===== config.mk =====
export PLATFORM = sky130hd
export DESIGN_NAME = fbc_top
export DESIGN_NICKNAME = d
export VERILOG_FILES = /design/src/rtl/fbc_pkg.sv /design/src/rtl/fbc_raster.sv /design/src/rtl/fbc_spi_rx.sv /design/src/rtl/fbc_wfifo.sv /design/src/rtl/fbc_top.sv
export SDC_FILE = /design/constraint.sdc
export NUM_CORES = 1
export LEC_CHECK = 0
export BUFFER_PORTS_ARGS = -buffer_cell sky130_fd_sc_hd__buf_4
export CAP_MARGIN = 20
export CORE_MARGIN = 2
export CORE_UTILIZATION = 28
export CTS_BUF_LIST = sky130_fd_sc_hd__clkbuf_16
export DETAILED_ROUTE_END_ITERATION = 6
export SLEW_MARGIN = 25
export SYNTH_ARGS = -nofsm -noshare
export SYNTH_HDL_FRONTEND = slang
export SYNTH_SLANG_ARGS = --single-unit
export TNS_END_PERCENT = 1

===== constraint.sdc =====
create_clock -name clk -period 6.7 [get_ports clk]
set_clock_uncertainty 0.05 [all_clocks]
set_input_delay 1.005 -clock clk [delete_from_list [all_inputs] [get_ports clk]]
set_output_delay 1.005 -clock clk [all_outputs]
set_load 0.02 [all_outputs]

===== src/rtl/fbc_pkg.sv =====
package fbc_pkg;
  localparam int ADDR_W = 20;
  localparam int IDX_W  = ADDR_W + 1;
  localparam int CH_W   = 8;
  localparam int PIX_W  = 3 * CH_W;
  localparam int WORD_W = 24;

  typedef enum logic [1:0] {
    SLOT_IDLE = 2'd0,
    SLOT_RD   = 2'd1,
    SLOT_WR   = 2'd2
  } slot_kind_e;

  typedef struct packed {
    logic [IDX_W-1:0] idx;
    logic [PIX_W-1:0] rgb;
  } wr_req_t;
endpackage


===== src/rtl/fbc_raster.sv =====
module fbc_raster
  import fbc_pkg::*;
#(
  parameter int H_ACT  = 8,
  parameter int H_FP   = 2,
  parameter int H_SYNC = 2,
  parameter int H_BP   = 2,
  parameter int V_ACT  = 4,
  parameter int V_FP   = 1,
  parameter int V_SYNC = 1,
  parameter int V_BP   = 1
) (
  input  logic             clk,
  input  logic             rst_n,
  input  logic             adv,
  output logic             nxt_active,
  output logic             nxt_hs,
  output logic             nxt_vs,
  output logic [IDX_W-1:0] nxt_idx
);
  localparam int H_TOT = H_ACT + H_FP + H_SYNC + H_BP;
  localparam int V_TOT = V_ACT + V_FP + V_SYNC + V_BP;
  localparam int HW = $clog2(H_TOT + 1);
  localparam int VW = $clog2(V_TOT + 1);
  localparam logic [HW-1:0] H_LAST = HW'(H_TOT - 1);
  localparam logic [VW-1:0] V_LAST = VW'(V_TOT - 1);
  localparam logic [HW-1:0] H_ACT_L = HW'(H_ACT);
  localparam logic [VW-1:0] V_ACT_L = VW'(V_ACT);
  localparam logic [HW-1:0] HS_BEG = HW'(H_ACT + H_FP);
  localparam logic [HW-1:0] HS_END = HW'(H_ACT + H_FP + H_SYNC);
  localparam logic [VW-1:0] VS_BEG = VW'(V_ACT + V_FP);
  localparam logic [VW-1:0] VS_END = VW'(V_ACT + V_FP + V_SYNC);

  logic [HW-1:0] h_q, h_d;
  logic [VW-1:0] v_q, v_d;

  always_comb begin
    h_d = h_q;
    v_d = v_q;
    if (adv) begin
      if (h_q == H_LAST) begin
        h_d = '0;
        v_d = (v_q == V_LAST) ? '0 : v_q + 1'b1;
      end else begin
        h_d = h_q + 1'b1;
      end
    end
  end

  // start on the last position so the first slot after reset is blank
  always_ff @(posedge clk or negedge rst_n) begin
    if (!rst_n) begin
      h_q <= H_LAST;
      v_q <= V_LAST;
    end else begin
      h_q <= h_d;
      v_q <= v_d;
    end
  end

  always_comb begin
    nxt_active = (h_d < H_ACT_L) && (v_d < V_ACT_L);
    nxt_hs     = (h_d >= HS_BEG) && (h_d < HS_END);
    nxt_vs     = (v_d >= VS_BEG) && (v_d < VS_END);
    nxt_idx    = IDX_W'(v_d) * IDX_W'(H_ACT) + IDX_W'(h_d);
  end

  assert_h_range_R2: assert property (@(posedge clk) disable iff (!rst_n)
    (h_q <= H_LAST) && (v_q <= V_LAST));

  assert_line_wrap_R2: assert property (@(posedge clk) disable iff (!rst_n)
    (adv && h_q == H_LAST) |=> (h_q == '0));
endmodule


===== src/rtl/fbc_spi_rx.sv =====
module fbc_spi_rx
  import fbc_pkg::*;
(
  input  logic    clk,
  input  logic    rst_n,
  input  logic    spi_sclk,
  input  logic    spi_cs_n,
  input  logic    spi_mosi,
  output logic    push,
  output wr_req_t push_req
);
  localparam int CNT_W = $clog2(WORD_W);
  localparam logic [CNT_W-1:0] CNT_LAST = CNT_W'(WORD_W - 1);

  logic [2:0] sclk_s;
  logic [1:0] cs_s;
  logic [1:0] mosi_s;
  logic       rise;
  logic       sel;

  logic [CNT_W-1:0]  cnt_q, cnt_d;
  logic [WORD_W-1:0] sh_q, sh_d;
  logic              hdr_q, hdr_d;
  logic [IDX_W-1:0]  idx_q, idx_d;

  always_ff @(posedge clk or negedge rst_n) begin
    if (!rst_n) begin
      sclk_s <= '0;
      cs_s   <= '1;
      mosi_s <= '0;
    end else begin
      sclk_s <= {sclk_s[1:0], spi_sclk};
      cs_s   <= {cs_s[0], spi_cs_n};
      mosi_s <= {mosi_s[0], spi_mosi};
    end
  end

  assign rise = sclk_s[1] & ~sclk_s[2];
  assign sel  = ~cs_s[1];

  always_comb begin
    cnt_d    = cnt_q;
    sh_d     = sh_q;
    hdr_d    = hdr_q;
    idx_d    = idx_q;
    push     = 1'b0;
    push_req = '{idx: idx_q, rgb: sh_q};
    if (!sel) begin
      cnt_d = '0;
      hdr_d = 1'b0;
    end else if (rise) begin
      sh_d = {sh_q[WORD_W-2:0], mosi_s[1]};
      if (cnt_q == CNT_LAST) begin
        cnt_d = '0;
        if (!hdr_q) begin
          hdr_d = 1'b1;
          idx_d = sh_d[IDX_W-1:0];
        end else begin
          push     = 1'b1;
          push_req = '{idx: idx_q, rgb: sh_d};
          idx_d    = idx_q + 1'b1;
        end
      end else begin
        cnt_d = cnt_q + 1'b1;
      end
    end
  end

  always_ff @(posedge clk or negedge rst_n) begin
    if (!rst_n) begin
      cnt_q <= '0;
      sh_q  <= '0;
      hdr_q <= 1'b0;
      idx_q <= '0;
    end else begin
      cnt_q <= cnt_d;
      sh_q  <= sh_d;
      hdr_q <= hdr_d;
      idx_q <= idx_d;
    end
  end

  assert_bitcnt_range_R8: assert property (@(posedge clk) disable iff (!rst_n)
    cnt_q <= CNT_LAST);

  assert_deselect_clears_R9: assert property (@(posedge clk) disable iff (!rst_n)
    !sel |=> (cnt_q == '0) && !hdr_q);
endmodule


===== src/rtl/fbc_wfifo.sv =====
module fbc_wfifo
  import fbc_pkg::*;
#(
  parameter int DEPTH = 4
) (
  input  logic    clk,
  input  logic    rst_n,
  input  logic    push,
  input  wr_req_t push_req,
  input  logic    pop,
  output logic    empty,
  output wr_req_t head
);
  localparam int PTR_W = $clog2(DEPTH);
  localparam logic [PTR_W-1:0] PTR_LAST = PTR_W'(DEPTH - 1);
  localparam logic [PTR_W:0]   CNT_FULL = (PTR_W+1)'(DEPTH);

  wr_req_t          mem [DEPTH];
  logic [PTR_W-1:0] wr_q, wr_d, rd_q, rd_d;
  logic [PTR_W:0]   cnt_q, cnt_d;
  logic             full;
  logic             do_push, do_pop;

  assign full    = (cnt_q == CNT_FULL);
  assign empty   = (cnt_q == '0);
  assign do_push = push & ~full;
  assign do_pop  = pop & ~empty;
  assign head    = mem[rd_q];

  always_comb begin
    wr_d  = wr_q;
    rd_d  = rd_q;
    cnt_d = cnt_q;
    if (do_push) wr_d = (wr_q == PTR_LAST) ? '0 : wr_q + 1'b1;
    if (do_pop)  rd_d = (rd_q == PTR_LAST) ? '0 : rd_q + 1'b1;
    if (do_push && !do_pop) cnt_d = cnt_q + 1'b1;
    if (!do_push && do_pop) cnt_d = cnt_q - 1'b1;
  end

  always_ff @(posedge clk or negedge rst_n) begin
    if (!rst_n) begin
      wr_q  <= '0;
      rd_q  <= '0;
      cnt_q <= '0;
    end else begin
      wr_q  <= wr_d;
      rd_q  <= rd_d;
      cnt_q <= cnt_d;
    end
  end

  always_ff @(posedge clk) begin
    if (do_push) mem[wr_q] <= push_req;
  end

  assert_no_overflow_R7: assert property (@(posedge clk) disable iff (!rst_n)
    cnt_q <= CNT_FULL);

  assert_no_underflow_R7: assert property (@(posedge clk) disable iff (!rst_n)
    pop |-> !empty);
endmodule


===== src/rtl/fbc_top.sv =====
module fbc_top
  import fbc_pkg::*;
#(
  parameter int H_ACT      = 8,
  parameter int H_FP       = 2,
  parameter int H_SYNC     = 2,
  parameter int H_BP       = 2,
  parameter int V_ACT      = 4,
  parameter int V_FP       = 1,
  parameter int V_SYNC     = 1,
  parameter int V_BP       = 1,
  parameter int FIFO_DEPTH = 4
) (
  input  logic        clk,
  input  logic        rst_n,
  input  logic        spi_sclk,
  input  logic        spi_cs_n,
  input  logic        spi_mosi,
  output logic [19:0] sram_addr,
  output logic        sram_ce_n,
  output logic        sram_oe_n,
  output logic        sram_we_n,
  output logic        sram_ub_n,
  output logic        sram_lb_n,
  output logic [23:0] sram_dq_o,
  output logic        sram_dq_oe,
  input  logic [23:0] sram_dq_i,
  output logic [23:0] dvi_rgb,
  output logic        dvi_de,
  output logic        dvi_hs,
  output logic        dvi_vs
);
  logic rst_meta, rst_i_n;

  always_ff @(posedge clk or negedge rst_n) begin
    if (!rst_n) begin
      rst_meta <= 1'b0;
      rst_i_n  <= 1'b0;
    end else begin
      rst_meta <= 1'b1;
      rst_i_n  <= rst_meta;
    end
  end

  logic             phase_q;
  logic             slot_end;
  logic             nxt_active, nxt_hs, nxt_vs;
  logic [IDX_W-1:0] nxt_idx;
  logic             push, pop, fifo_empty;
  wr_req_t          push_req, head;

  assign slot_end = phase_q;

  fbc_raster #(
    .H_ACT(H_ACT), .H_FP(H_FP), .H_SYNC(H_SYNC), .H_BP(H_BP),
    .V_ACT(V_ACT), .V_FP(V_FP), .V_SYNC(V_SYNC), .V_BP(V_BP)
  ) u_raster (
    .clk(clk), .rst_n(rst_i_n), .adv(slot_end),
    .nxt_active(nxt_active), .nxt_hs(nxt_hs), .nxt_vs(nxt_vs), .nxt_idx(nxt_idx)
  );

  fbc_spi_rx u_spi (
    .clk(clk), .rst_n(rst_i_n),
    .spi_sclk(spi_sclk), .spi_cs_n(spi_cs_n), .spi_mosi(spi_mosi),
    .push(push), .push_req(push_req)
  );

  fbc_wfifo #(.DEPTH(FIFO_DEPTH)) u_fifo (
    .clk(clk), .rst_n(rst_i_n),
    .push(push), .push_req(push_req), .pop(pop),
    .empty(fifo_empty), .head(head)
  );

  slot_kind_e        kind_q, kind_d;
  logic              shs_q, shs_d, svs_q, svs_d;
  logic [ADDR_W-1:0] addr_q, addr_d;
  logic              ub_n_q, ub_n_d, lb_n_q, lb_n_d;
  logic              oe_n_q, oe_n_d, we_n_q, we_n_d, dqoe_q, dqoe_d;
  logic [PIX_W-1:0]  wdat_q, wdat_d;
  logic [PIX_W-1:0]  rgb_q, rgb_d;
  logic              de_q, de_d, hs_q, hs_d, vs_q, vs_d;

  always_comb begin
    kind_d = kind_q;  shs_d  = shs_q;  svs_d  = svs_q;
    addr_d = addr_q;  ub_n_d = ub_n_q; lb_n_d = lb_n_q;
    oe_n_d = oe_n_q;  we_n_d = we_n_q; dqoe_d = dqoe_q;
    wdat_d = wdat_q;  rgb_d  = rgb_q;
    de_d   = de_q;    hs_d   = hs_q;   vs_d   = vs_q;
    pop    = 1'b0;
    if (slot_end) begin
      // retire the finished slot to the display side
      rgb_d  = (kind_q == SLOT_RD) ? sram_dq_i : '0;
      de_d   = (kind_q == SLOT_RD);
      hs_d   = shs_q;
      vs_d   = svs_q;
      // open the next slot
      shs_d  = nxt_hs;
      svs_d  = nxt_vs;
      we_n_d = 1'b1;
      dqoe_d = 1'b0;
      if (nxt_active) begin
        kind_d = SLOT_RD;
        addr_d = nxt_idx[IDX_W-1:1];
        ub_n_d = ~nxt_idx[0];
        lb_n_d = nxt_idx[0];
        oe_n_d = 1'b0;
      end else if (!fifo_empty) begin
        kind_d = SLOT_WR;
        pop    = 1'b1;
        addr_d = head.idx[IDX_W-1:1];
        ub_n_d = ~head.idx[0];
        lb_n_d = head.idx[0];
        wdat_d = head.rgb;
        oe_n_d = 1'b1;
      end else begin
        kind_d = SLOT_IDLE;
        ub_n_d = 1'b1;
        lb_n_d = 1'b1;
        oe_n_d = 1'b1;
      end
    end else if (kind_q == SLOT_WR) begin
      we_n_d = 1'b0;
      dqoe_d = 1'b1;
    end
  end

  always_ff @(posedge clk or negedge rst_i_n) begin
    if (!rst_i_n) begin
      phase_q <= 1'b0;
      kind_q  <= SLOT_IDLE;
      shs_q   <= 1'b0;
      svs_q   <= 1'b0;
      addr_q  <= '0;
      ub_n_q  <= 1'b1;
      lb_n_q  <= 1'b1;
      oe_n_q  <= 1'b1;
      we_n_q  <= 1'b1;
      dqoe_q  <= 1'b0;
      wdat_q  <= '0;
      rgb_q   <= '0;
      de_q    <= 1'b0;
      hs_q    <= 1'b0;
      vs_q    <= 1'b0;
    end else begin
      phase_q <= ~phase_q;
      kind_q  <= kind_d;
      shs_q   <= shs_d;
      svs_q   <= svs_d;
      addr_q  <= addr_d;
      ub_n_q  <= ub_n_d;
      lb_n_q  <= lb_n_d;
      oe_n_q  <= oe_n_d;
      we_n_q  <= we_n_d;
      dqoe_q  <= dqoe_d;
      wdat_q  <= wdat_d;
      rgb_q   <= rgb_d;
      de_q    <= de_d;
      hs_q    <= hs_d;
      vs_q    <= vs_d;
    end
  end

  assign sram_addr  = addr_q;
  assign sram_ce_n  = 1'b0;
  assign sram_oe_n  = oe_n_q;
  assign sram_we_n  = we_n_q;
  assign sram_ub_n  = ub_n_q;
  assign sram_lb_n  = lb_n_q;
  assign sram_dq_o  = wdat_q;
  assign sram_dq_oe = dqoe_q;
  assign dvi_rgb    = rgb_q;
  assign dvi_de     = de_q;
  assign dvi_hs     = hs_q;
  assign dvi_vs     = vs_q;

  assert_oe_we_excl_R6: assert property (@(posedge clk) disable iff (!rst_i_n)
    !(!sram_oe_n && !sram_we_n));

  assert_wr_addr_setup_R6: assert property (@(posedge clk) disable iff (!rst_i_n)
    $fell(sram_we_n) |-> $stable(sram_addr) && $stable(sram_ub_n) && $stable(sram_lb_n));

  assert_one_lane_R4: assert property (@(posedge clk) disable iff (!rst_i_n)
    (!sram_oe_n || !sram_we_n) |-> ($countones({sram_ub_n, sram_lb_n}) == 1));

  assert_read_hold_R5: assert property (@(posedge clk) disable iff (!rst_i_n)
    (!sram_oe_n && phase_q) |-> $stable(sram_addr) && $past(!sram_oe_n));

  assert_out_slot_rate_R2: assert property (@(posedge clk) disable iff (!rst_i_n)
    !$stable({dvi_de, dvi_hs, dvi_vs}) |-> !phase_q);

  assert_blank_black_R11: assert property (@(posedge clk) disable iff (!rst_i_n)
    !dvi_de |-> (dvi_rgb == '0));
endmodule


-- Word-level counts from Yosys, hierarchy flattened
Memories as Yosys holds them, arrays and structs flattened.
Cells that the tools add are included.
- bits in writable memories: 180
- input bits: 29
- bits in registers: 155
- memories: 1
- add/subtract/negate cells: 9
- equality and inequality tests: 9
- bitwise logic cells: 11
- muxes and demuxes: 43
- magnitude comparators: 6
- reduce and logical (&&, ||, !) cells: 17
- memories (memory ; words ; bits a word ; read ports ; clocked after Yosys merged registers in ; wr ports ; RTL line ; source):
    u_fifo.mem ; 4 ; 45 ; 1 ; 0 ; 1 ; fbc_wfifo.sv:18 ; wr_req_t mem [DEPTH];
- operator list (cell ; number):
    $mux 24 ; 5
    $mux 20 ; 2
    $add 21x1->21 const B ; 1
    $mux 1 ; 21
    $mux 21 ; 1
    $mux 3 ; 5
    $mux 5 ; 3
    $lt 4x4->1 const B ; 2
    $mux 2 ; 4
    $mux 4 ; 2
    $not 1->1 ; 8
    $reduce_bool 2->1 ; 4
    $add 6x4->7 ; 1
    $add 3x1->3 const B ; 2
    $eq 2x2->1 const B ; 3
    $eq 3x3->1 const B ; 2
    $lt 3x3->1 const B ; 2
    $reduce_and 2->1 ; 3
    $reduce_and 3->1 ; 2
    $add 5x1->5 const B ; 1
    $eq 5x5->1 const B ; 1
    $logic_and 1x1->1 ; 5
    $add 2x1->2 const B ; 2
    $add 4x1->4 const B ; 1
    other kinds (9) ; 12

-- Logic depth before layout (Yosys ltp)
Gate-level depths: netlist of run 1.
- word-level depth: 13
- depth in mapped cells: 12
- gate-level depth less buffers: 11

-- Modules after synthesis
From an unflattened synthesis of run 1, not the netlist that was laid out.
- cells, all modules: 885
- area total of the unflattened synthesis: 13983.4 um2
- by module, submodules not included (module ; cells an instance ; area each (um2) ; sequential area each (um2) ; times used):
    fbc_wfifo ; 275 ; 6937.9 ; 5580.4 ; 1
    fbc_top ; 270 ; 3355.7 ; 2082.0 ; 1
    fbc_spi_rx ; 262 ; 3012.9 ; 1453.9 ; 1
    fbc_raster ; 78 ; 676.9 ; 181.4 ; 1

-- Worst setup path before layout of run 1
Ideal clock, no wire load.
- path kind: reg2reg
- from: register u_spi.cs_s[1]
- to: memory u_fifo.mem[3][0] in the netlist's numbering (enable)
- setup time: 0.407 ns
- slack: 3.568 ns
- data required time: 6.243 ns
- stages on the path, launching flop included: 6
- arrival time: 2.675 ns
- cell sequence: dfstp_2 -> buf_2 -> nor3b_2 -> nand2_1 -> a311oi_2 -> and2_1
- cells in the longest elaborated chain, start to end: 4
- RTL lines (element ; RTL line ; source):
    start: declaration ; fbc_spi_rx.sv:16 ; logic [1:0] cs_s;
    start signal: assignment ; fbc_spi_rx.sv:33 ; cs_s <= {cs_s[0], spi_cs_n};
    $mux 1 ; fbc_spi_rx.sv:48 ; if (!sel) begin
    $and 1x1->1 ; fbc_wfifo.sv:26 ; assign do_push = push & ~full;
    $mux 1 ; fbc_wfifo.sv:53 ; if (do_push) mem[wr_q] <= push_req;
    $mux 1 (implied by the code) ; fbc_wfifo.sv:53 ;
    end: declaration ; fbc_wfifo.sv:18 ;
Every way passes these cells.

-- Final worst setup path of run 1
- from: register u_spi.cnt_q[0]
- to: memory u_fifo.mem[1][23] in the netlist's numbering (enable)
- cells in the longest elaborated chain, start to end: 7
- RTL lines (element ; RTL line ; source):
    start: declaration ; fbc_spi_rx.sv:21 ; logic [CNT_W-1:0] cnt_q, cnt_d;
    start signal: assignment ; fbc_spi_rx.sv:76 ; cnt_q <= cnt_d;
    $eq 5x5->1 ; fbc_spi_rx.sv:53 ; if (cnt_q == CNT_LAST) begin
    $mux 1 ; fbc_spi_rx.sv:53 ;
    $mux 1 ; fbc_spi_rx.sv:51 ; end else if (rise) begin
    $mux 1 ; fbc_spi_rx.sv:48 ;
    $and 1x1->1 ; fbc_wfifo.sv:26 ;
    $mux 1 ; fbc_wfifo.sv:53 ;
    $mux 1 (implied by the code) ; fbc_wfifo.sv:53 ;
Every way passes these cells.

==> results.sh, run 1 <==
export IMPL_status="finished clean"
export IMPL_diodes=0
export IMPL_vdd_drop_max_v=0.000192
export IMPL_finalCriticalPeriod_ps=3820
export IMPL_drc=0
export IMPL_initial_core_util_pct=28.4
export IMPL_synth_xor_area_share_pct=0.454
export IMPL_max_clock_freq_mhz=262
export IMPL_startpoint_type="flip-flop"
export IMPL_cts_root_buf="clkbuf_16"
export IMPL_cp_max_fo=30
export IMPL_rows=80
export IMPL_wl_per_cell_um=17.8
export IMPL_p_leak_nw=6.28
export IMPL_dieHeight_um=224
export IMPL_synth_adder_area_share_pct=1.07
export IMPL_overflow=0
export IMPL_drtIter0Drc=620
export IMPL_cts_tree="done"
export IMPL_avgSynthCellArea_sq_um=15.6
export IMPL_place_area_sq_mm=0.0149
export IMPL_synth_seq_cells=335
export IMPL_grt_pass1_vias=7789
export IMPL_cts_buffers=38
export IMPL_path_clk_slew_ps=60
export IMPL_hold_path_class="flip-flop to async pin"
export IMPL_setup_viol=0
export IMPL_power_frac_clock_pct=46.2
export IMPL_grt_pass1_wl_um=45900
export IMPL_cts_setup_buffers=0
export IMPL_firstDrtPassIters=5
export IMPL_p_seq_share_pct=52.1
export IMPL_dieArea_sq_mm=0.0500
export IMPL_synth_area_leader_cell="edfxtp_1"
export IMPL_synthTopCellsByCount="edfxtp_1, dfrtp_1, nand2_1"
export IMPL_cts_resized=0
export IMPL_clock_sinks=335
export IMPL_critPathLaunch="u_spi.cnt_q[0]"
export IMPL_ant_nets=0
export IMPL_synth_cell_types=67
export IMPL_synth_edf_count=180
export IMPL_ys_async_sr_fraction_pct=46.3
export IMPL_wl_um=28800
export IMPL_synth_area_leaders="edfxtp_1, dfrtp_1, mux4_2, mux2_2, nand2_1"
export IMPL_fin_crit_sh_pct=57.0
export IMPL_intPower_mw=3.36
export IMPL_yosysTopAreaCellShare_pct=40.0
export IMPL_clk_latency_ps=550
export IMPL_crit_path_end_kind="flip-flop"
export IMPL_antenna_found_initial=0
export IMPL_vias=7624
export IMPL_postLayoutCellArea_sq_mm=0.0162
export IMPL_synth_compound_area_share_pct=6.75
export IMPL_gp_congestion=0.782
export IMPL_final_max_slew_viol_count=0
export IMPL_ys_flop_type="edfxtp_1"
export IMPL_dp_hpwl_um=17800
export IMPL_ys_seq_area_share_pct=68.8
export IMPL_fin_tns_setup_ps=0
export IMPL_die_w_um=224
export IMPL_hold_violations=0
export IMPL_muxShareOfSynthArea_pct=12.8
export IMPL_pin_count=106
export IMPL_critPathKind="flip-flop to flip-flop"
export IMPL_r2r_cells=6
export IMPL_final_nets=1015
export IMPL_rrSetupSlack_ps=2880
export IMPL_cts_max_path_buffers=3
export IMPL_syn_nets=906
export IMPL_synth_most_common_cell="edfxtp_1"
export IMPL_worst_slew_pin_slew_ps=930
export IMPL_syn_inst=866
export IMPL_netlist_area_sq_mm=0.0135
export IMPL_synth_warnings=0
export IMPL_arrival_ps=4000
export IMPL_timing_rr_start="u_spi.cnt_q[0]"
export IMPL_grt_max_degree=79
export IMPL_synth_top_family_by_area="multiplexers"
export IMPL_portBuffers=104
export IMPL_rsz0062_at_grt="false"
export IMPL_power_density_mw_per_mm2=263
export IMPL_area_delta_synth_final_pct=19.7
export IMPL_drive_gt1_share_pct=29.9
export IMPL_p_comb_share_pct=1.7
export IMPL_coreArea_sq_mm=0.0476
export IMPL_n_fill_cell=4574
export IMPL_p_switching_mw=0.889
export IMPL_critPathRequiredTime_ps=6890
export IMPL_p_sw_share_pct=20.9
export IMPL_grt_util_all_layers_pct=11.7
export IMPL_drt_vias_per_instance=4.71
export IMPL_synthSimpleGateAreaFrac_pct=7.43
export IMPL_hold_buffers=0
export IMPL_maxCapViolCount=0
export IMPL_slew_headroom_pct=37.4
export IMPL_worstReg2RegEnd="u_fifo.mem[1][23]"
export IMPL_htree_levels=2
[worst max-delay path by stage]
stage	end	slack, ps	cells after the start
2_1_floorplan	dvi_de	2030	0
5_1_grt	u_fifo.mem[1][19]	2580	6
4_1_cts	u_fifo.mem[1][18]	2830	6
3_3_place_gp	u_fifo.mem[1][41]	3010	6
3_5_place_dp	u_fifo.mem[1][25]	2870	6
6_report	u_fifo.mem[1][23]	2880	6
[registers in the layout, summed over array words and instances, names as in the netlist, 2 cells and up]
register / flops
dvi_rgb: 24
kind_q: 2
sram_addr: 20
sram_dq_o: 24
u_fifo.cnt_q: 3
u_fifo.mem: 180
u_fifo.rd_q: 2
u_fifo.wr_q: 2
u_raster.h_q: 4
u_raster.v_q: 3
u_spi.cnt_q: 5
u_spi.cs_s: 2
u_spi.idx_q: 21
u_spi.mosi_s: 2
u_spi.sclk_s: 3
u_spi.sh_q: 24
[cells in the final DEF (no fill, tap or decap), types with 3 or more instances in the layout]
cell type	netlist	final
dfrtp_1	144	141
nand3_1	18	18
a22oi_1	5	5
or4_1	3	3
o22ai_1	11	11
xor2_1	4	4
and2_2	0	4
nand2_1	104	104
a222oi_1	5	5
clkbuf_16	0	39
nor2_1	19	18
a21oi_1	16	16
ha_1	10	10
xnor2_1	3	3
nor4_1	7	6
mux4_2	45	45
a21boi_0	3	3
mux2_2	54	54
nor3_1	8	8
and3_1	4	4
buf_4	1	114
clkinv_1	1	10
edfxtp_1	180	180
dfstp_2	11	11
o21ai_0	13	13
a31oi_1	7	7
mux2i_1	10	10
nand3b_1	3	3
nand4_1	8	8
inv_1	28	40
a21o_1	6	6
a22o_1	40	40
[stage by stage]
| stage | std cells | hold WS [ps] | total power [mW] | setup slack [ps] | utilization (%) |
|---|---|---|---|---|---|
| after global routing | 1620 | 162 | 4.40 | 2580 | 33.9 |
| after CTS | 1619 | 164 | 4.31 | 2830 | 33.8 |
| after detailed placement | 1549 | 285 | 2.33 | 2870 | 31.3 |
| final | 1620 | 190 | 4.25 | 2880 | 33.9 |
| after floorplan | 866 | 281 | 2.29 | 2030 | - |
| after global placement | 1549 | 285 | 2.32 | 3010 | 31.3 |
[power groups by stage]
stage	clock (mW)	sequential, mW	combinational, mW
after global routing	2.10	2.22	0.0839
after global placement	0	2.26	0.0632
after CTS	2.03	2.22	0.0661
final	1.96	2.21	0.0720
after detailed placement	0	2.26	0.0662
after floorplan	0	2.25	0.0344
[cells by family after synthesis]
family / Yosys count
mux: 110
compound gates: 121
buf+inv: 77
flops: 335
simple gates: 203
other cells: 2
xor+xnor: 7
fa+ha+maj: 11
[worst max-delay path, cell delays in order, from the launching register on]
cell and delay (ps):
dfrtp_1 380, ha_1 220, and4b_1 550, nand2_1 420, a311oi_2 610, and2_2 850, buf_4 400
[routing by layer]
| metal | vias to the layer above | share of wire (%) | GRT usage [%] |
|---|---|---|---|
| li1 | 3508 | - | - |
| met1 | 3889 | 47 | 16.1 |
| met2 | 181 | 46 | 18.3 |
| met3 | 46 | 4.9 | 2.75 |
| met4 | 0 | 2.2 | 3.40 |
| met5 | - | 0 | 0 |
[final cells by class]
| type | count | area [sq um] | area share [%] |
|---|---|---|---|
| Clock buffer | 39 | 976 | 6.03 |
| Clock inverter | 31 | 208 | 1.28 |
| Inverter | 29 | 109 | 0.673 |
| Multi-Input combinational cell | 454 | 3900 | 24.1 |
| Sequential cell | 335 | 9300 | 57.5 |
| Tap cell | 615 | 769 | 4.76 |
| Timing Repair Buffer | 117 | 906 | 5.60 |
Power figures use the tool's default switching activity.
==> inputs of run 2 (changes only) <==
==> constraint.sdc (replaced) <==
create_clock -name clk -period 3.4 [get_ports clk]
set_clock_uncertainty 0.05 [all_clocks]
set_input_delay 0.51 -clock clk [delete_from_list [all_inputs] [get_ports clk]]
set_output_delay 0.51 -clock clk [all_outputs]
set_load 0.02 [all_outputs]
==> run 2 against run 1 <==
Effect of this change: total power increased by 92%; via count about the same; critical path depth increased by 3; global-route usage decreased by 0.15 points; final cell count increased by 0.62%; hold slack got worse by 160 ps; sequential share of layout area decreased by 0.35 points; critical endpoint is now u_fifo.cnt_q[2].
==> results.sh, run 2 (synthesized netlist as in run 1, its figures left out) <==
export IMPL_drtIter0Drc=621
export IMPL_grt_pass1_wl_um=45500
export IMPL_post_route_util_pct=34.1
export IMPL_finalCriticalPeriod_ps=2830
export IMPL_fin_cells=1630
export IMPL_drc=0
export IMPL_p_sw_share_pct=21.4
export IMPL_htree_levels=2
export IMPL_clk_latency_ps=540
export IMPL_holdPathStages=1
export IMPL_vias=7626
export IMPL_cts_tree="done"
export IMPL_cts_root_buf="clkbuf_16"
export IMPL_rsz0062_at_grt="false"
export IMPL_p_comb_share_pct=1.7
export IMPL_crit_path_end_kind="flip-flop"
export IMPL_multi_input_area_sq_mm=0.00388
export IMPL_whs_endpoint="u_spi.mosi_s[0]"
export IMPL_cts_buffers=37
export IMPL_grt_util_all_layers_pct=11.5
export IMPL_path_clk_slew_ps=60
export IMPL_rrSetupSlack_ps=570
export IMPL_critPathLaunch="u_raster.h_q[2]"
export IMPL_register_area_sq_mm=0.00930
export IMPL_area_delta_synth_final_pct=20.4
export IMPL_dieArea_sq_mm=0.0500
export IMPL_p_leak_nw=6.32
export IMPL_cp_max_fo=7
export IMPL_rows=80
export IMPL_critPathKind="flip-flop to flip-flop"
export IMPL_drt_vias_per_instance=4.68
export IMPL_largest_reg_flops=180
export IMPL_grt_pass1_vias=7886
export IMPL_wl_um=28600
export IMPL_final_nets=1027
export IMPL_r2r_cells=9
export IMPL_startpoint_type="flip-flop"
export IMPL_dp_cells=1562
export IMPL_maxCapViolCount=0
export IMPL_regMostFlops="u_fifo.mem"
export IMPL_arrival_ps=3230
export IMPL_clock_sinks=335
export IMPL_initial_core_util_pct=28.4
export IMPL_wl_per_cell_um=17.6
export IMPL_setup_viol=0
export IMPL_gp_congestion=0.772
export IMPL_diodes=0
export IMPL_die_w_um=224
export IMPL_cts_max_path_buffers=3
export IMPL_portBuffers=104
export IMPL_power_frac_clock_pct=44.8
export IMPL_antenna_found_initial=0
export IMPL_pin_count=106
export IMPL_final_cell_mix="edfxtp_1, dfrtp_1, buf_4"
export IMPL_status="finished clean"
export IMPL_final_max_slew_viol_count=0
export IMPL_power_density_mw_per_mm2=501
export IMPL_cts_setup_buffers=0
export IMPL_critPathRequiredTime_ps=3800
export IMPL_grt_max_degree=75
export IMPL_max_clock_freq_mhz=354
export IMPL_slew_headroom_pct=32.0
export IMPL_vdd_drop_max_v=0.000291
export IMPL_dp_hpwl_um=18100
export IMPL_p_seq_share_pct=53.5
export IMPL_final_common_cell="edfxtp_1"
export IMPL_ant_nets=0
export IMPL_n_fill_cell=4570
export IMPL_overflow=0
export IMPL_coreArea_sq_mm=0.0476
export IMPL_dieHeight_um=224
export IMPL_fin_crit_sh_pct=83.2
export IMPL_hold_violations=0
export IMPL_fin_tns_setup_ps=0
export IMPL_min_from="spi_mosi"
export IMPL_timing_rr_start="u_raster.h_q[2]"
export IMPL_hold_path_class="primary input to flip-flop"
export IMPL_firstDrtPassIters=6
export IMPL_drive_gt1_share_pct=30.7
export IMPL_p_switching_mw=1.74
export IMPL_intPower_mw=6.41
export IMPL_worstReg2RegEnd="u_fifo.cnt_q[2]"
export IMPL_worst_slew_pin_slew_ps=1020
run 2: cell types whose count changed in the layout (fill, tap and decap cells not counted), sizes merged:
cell / before / now
bufinv: 2 / 0
inv: 44 / 39
dlygate4sd3: 0 / 1
clkinvlp: 0 / 2
clkbuf: 39 / 38
buf: 117 / 129
clkinv: 14 / 17
run 2: routing by layer:
layer / share of wire, % / vias up / GRT usage [%]
met5: 0 / - / 0
met4: 2.7 / 0 / 3.70
met3: 4.8 / 54 / 2.96
met2: 47 / 165 / 18.6
met1: 46 / 3885 / 15.1
li1: - / 3522 / -
run 2: timing repair:
item                                   CTS  global route
endpoints found under the hold margin    2             0
gates resized for setup                  0             0
hold buffers                             1             0
run 2: metrics by stage:
stage | setup slack, ps | hold slack, ps | area (sq um) | power [mW]
floorplan | 268 | 164 | 13500 | 4.51
global placement | 585 | 244 | 15200 | 4.58
detailed placement | 620 | 246 | 15200 | 4.58
CTS | 575 | 5.51 | 16300 | 8.27
global route | 422 | 13.9 | 16300 | 8.45
finish | 573 | 29.5 | 16300 | 8.15
run 2: cell type report:
| class | instances | share of cell area (%) |
|---|---|---|
| Clock buffer | 38 | 5.84 |
| Multi-Input combinational cell | 454 | 23.9 |
| Timing Repair Buffer | 130 | 6.78 |
| Sequential cell | 335 | 57.2 |
| Tap cell | 615 | 4.73 |
| Inverter | 29 | 0.669 |
| Clock inverter | 29 | 0.938 |
run 2: power by group through the flow:
| stage | logic, mW | clock network, mW | registers [mW] |
|---|---|---|---|
| after global routing | 0.158 | 3.92 | 4.37 |
| after detailed placement | 0.140 | 0 | 4.44 |
| after CTS | 0.142 | 3.76 | 4.36 |
| after global placement | 0.133 | 0 | 4.44 |
| after floorplan | 0.0678 | 0 | 4.44 |
| final | 0.137 | 3.65 | 4.36 |
run 2: worst max-delay path by stage:
stage	to	slack, ps
after floorplan	u_fifo.mem[3][0]	270
after global placement	u_fifo.cnt_q[2]	580
after detailed placement	u_fifo.cnt_q[2]	620
after CTS	u_fifo.cnt_q[2]	580
after global routing	u_fifo.cnt_q[2]	420
final	u_fifo.cnt_q[2]	570
run 2: worst max-delay path, stage by stage, from the launching register on:
cell	delay, ps
dfstp_2	590
nand3b_4	110
or4_4	540
a311oi_4	350
ha_1	260
inv_1	60
fa_1	370
xor2_1	150
nor2_1	120
xor2_1	150
==> inputs of run 3 (changes only) <==
==> constraint.sdc (replaced) <==
create_clock -name clk -period 2.68 [get_ports clk]
set_clock_uncertainty 0.05 [all_clocks]
set_input_delay 0.402 -clock clk [delete_from_list [all_inputs] [get_ports clk]]
set_output_delay 0.402 -clock clk [all_outputs]
set_load 0.02 [all_outputs]
==> run 3 against run 2 <==
Effect of this change: final cell count rose by 2.5%; sequential power increased by 27%; wire length is 2.1% higher; first-iteration DRC count is 6.4% lower; largest cell class unchanged; largest power group unchanged; highest routed layer unchanged.
==> results.sh, run 3 (synthesized netlist as in run 1, its figures left out) <==
export IMPL_overflow=0
export IMPL_crit_end="u_fifo.cnt_q[2]"
export IMPL_cts_root_buf="clkbuf_16"
export IMPL_grt_pass1_vias=8056
export IMPL_pin_count=106
export IMPL_diodes=0
export IMPL_initial_core_util_pct=28.4
export IMPL_clock_sinks=335
export IMPL_startpoint_type="flip-flop"
export IMPL_clk_latency_ps=560
export IMPL_slew_headroom_pct=49.2
export IMPL_cts_buffers=38
export IMPL_cp_max_fo=5
export IMPL_dp_cells=1584
export IMPL_crit_path_end_kind="flip-flop"
export IMPL_largest_reg_flops=180
export IMPL_hold_violations=0
export IMPL_dieArea_sq_mm=0.0500
export IMPL_grt_max_degree=125
export IMPL_final_cell_mix="edfxtp_1, buf_4, dfrtp_1"
export IMPL_hold_path_class="primary input to flip-flop"
export IMPL_p_switching_mw=2.26
export IMPL_drt_vias_per_instance=4.68
export IMPL_grt_pass1_wl_um=46700
export IMPL_setup_viol=0
export IMPL_worst_path_max_delay_cell="dfstp_2"
export IMPL_cts_tree="done"
export IMPL_critPathRequiredTime_ps=3100
export IMPL_postLayoutCellArea_sq_mm=0.0167
export IMPL_dp_hpwl_um=18400
export IMPL_critPathLaunch="u_raster.h_q[0]"
export IMPL_vdd_drop_max_v=0.000339
export IMPL_cpPeakStageDelay_ps=590
export IMPL_worst_path_buf_inv=1
export IMPL_arrival_ps=3090
export IMPL_rsz0062_at_grt="true"
export IMPL_wl_um=29200
export IMPL_area_delta_synth_final_pct=23.7
export IMPL_wl_per_cell_um=17.5
export IMPL_p_seq_share_pct=50.8
export IMPL_dieHeight_um=224
export IMPL_grt_util_all_layers_pct=11.8
export IMPL_intPower_mw=8.60
export IMPL_critical_path_cell_count=9
export IMPL_p_comb_share_pct=1.9
export IMPL_place_area_sq_mm=0.0153
export IMPL_fin_cells=1670
export IMPL_portBuffers=104
export IMPL_die_w_um=224
export IMPL_htree_levels=2
export IMPL_final_common_cell="edfxtp_1"
export IMPL_power_density_mw_per_mm2=650
export IMPL_rows=80
export IMPL_r2r_cells=9
export IMPL_final_max_slew_viol_count=0
export IMPL_firstDrtPassIters=5
export IMPL_fin_crit_sh_pct=99.8
export IMPL_critPathKind="flip-flop to flip-flop"
export IMPL_regMostFlops="u_fifo.mem"
export IMPL_path_clk_slew_ps=60
export IMPL_final_nets=1065
export IMPL_drtIter0Drc=581
export IMPL_critPathMostFrequentCell="xor2_1"
export IMPL_drc=0
export IMPL_rrSetupSlack_ps=5
export IMPL_post_route_util_pct=35.1
export IMPL_timing_rr_start="u_raster.h_q[0]"
export IMPL_crit_family="simple AND/OR/NAND/NOR gates"
export IMPL_worstReg2RegEnd="u_fifo.cnt_q[2]"
export IMPL_vias=7813
export IMPL_worst_slew_pin_slew_ps=755
export IMPL_power_frac_clock_pct=47.3
export IMPL_cts_max_path_buffers=3
export IMPL_ant_nets=0
export IMPL_gp_congestion=0.784
export IMPL_p_leak_nw=6.56
export IMPL_drive_gt1_share_pct=33.0
export IMPL_status="finished clean"
export IMPL_coreArea_sq_mm=0.0476
export IMPL_antenna_found_initial=0
export IMPL_p_sw_share_pct=20.8
export IMPL_finalCriticalPeriod_ps=2680
export IMPL_max_clock_freq_mhz=374
export IMPL_maxCapViolCount=0
export IMPL_path_cells="nand3_2 > or4_4 > a311oi_4 > ha_2 > inv_1 > fa_2 > xor2_1 > nor2_1 > xor2_1"
-- run 3: cell types whose count changed in the layout (fill, tap and decap cells not counted), moves of 3 or more --
cell and delta:
dlygate4sd3_1 +11, bufinv_16 +4, clkinv_2 +3, buf_4 +26
inv_1 -3
-- run 3: per-layer routing --
metal / global-route usage (%) / share of wire [%] / up-vias
li1: - / - / 3610
met1: 16.4 / 47 / 3973
met2: 18.3 / 46 / 169
met3: 2.78 / 4.8 / 61
met4: 4.22 / 2.7 / 0
met5: 0 / 0 / -
-- run 3: worst min-delay path by stage --
stage	slack, ps	startpoint	to	cells after the start
after floorplan	60	rst_n	rst_i_n	0
final	30	sram_dq_i[9]	dvi_rgb[9]	2
after CTS	1	sram_dq_i[5]	dvi_rgb[5]	2
after global placement	70	rst_i_n	u_spi.sclk_s[0]	0
after detailed placement	70	rst_i_n	u_spi.sclk_s[0]	0
after global routing	5	sram_dq_i[18]	dvi_rgb[18]	2
-- run 3: layout make-up --
type                            count  area (sq um)
Fill cell                        4540         30900
Sequential cell                   335          9300
Multi-Input combinational cell    454          3890
Timing Repair Buffer              167          1400
Clock buffer                       39           976
Tap cell                          615           769
Clock inverter                     31           265
Inverter                           29           109
-- run 3: stage by stage --
stage	setup slack [ps]	total power, mW	setup TNS (ps)	hold slack (ps)
2_1_floorplan	-452	5.72	-81640	56.4
3_3_place_gp	50.9	5.81	0	66.6
3_5_place_dp	50.4	5.82	0	70.7
4_1_cts	28.3	11.0	0	1.09
5_1_grt	-120	11.3	-120	5.43
6_report	4.64	10.9	0	33.3
-- run 3: power groups by stage --
stage / logic (mW) / clock network (mW) / registers [mW]
2_1_floorplan: 0.0860 / 0 / 5.63
3_3_place_gp: 0.186 / 0 / 5.62
3_5_place_dp: 0.195 / 0 / 5.62
4_1_cts: 0.209 / 5.30 / 5.52
5_1_grt: 0.232 / 5.52 / 5.53
6_report: 0.203 / 5.14 / 5.52
-- run 3: repair_timing --
item,CTS,global route
endpoints found under the hold margin,13,0
gates resized for setup,0,4
setup buffers,0,4
setup endpoints to repair,0,9
hold buffers,12,0
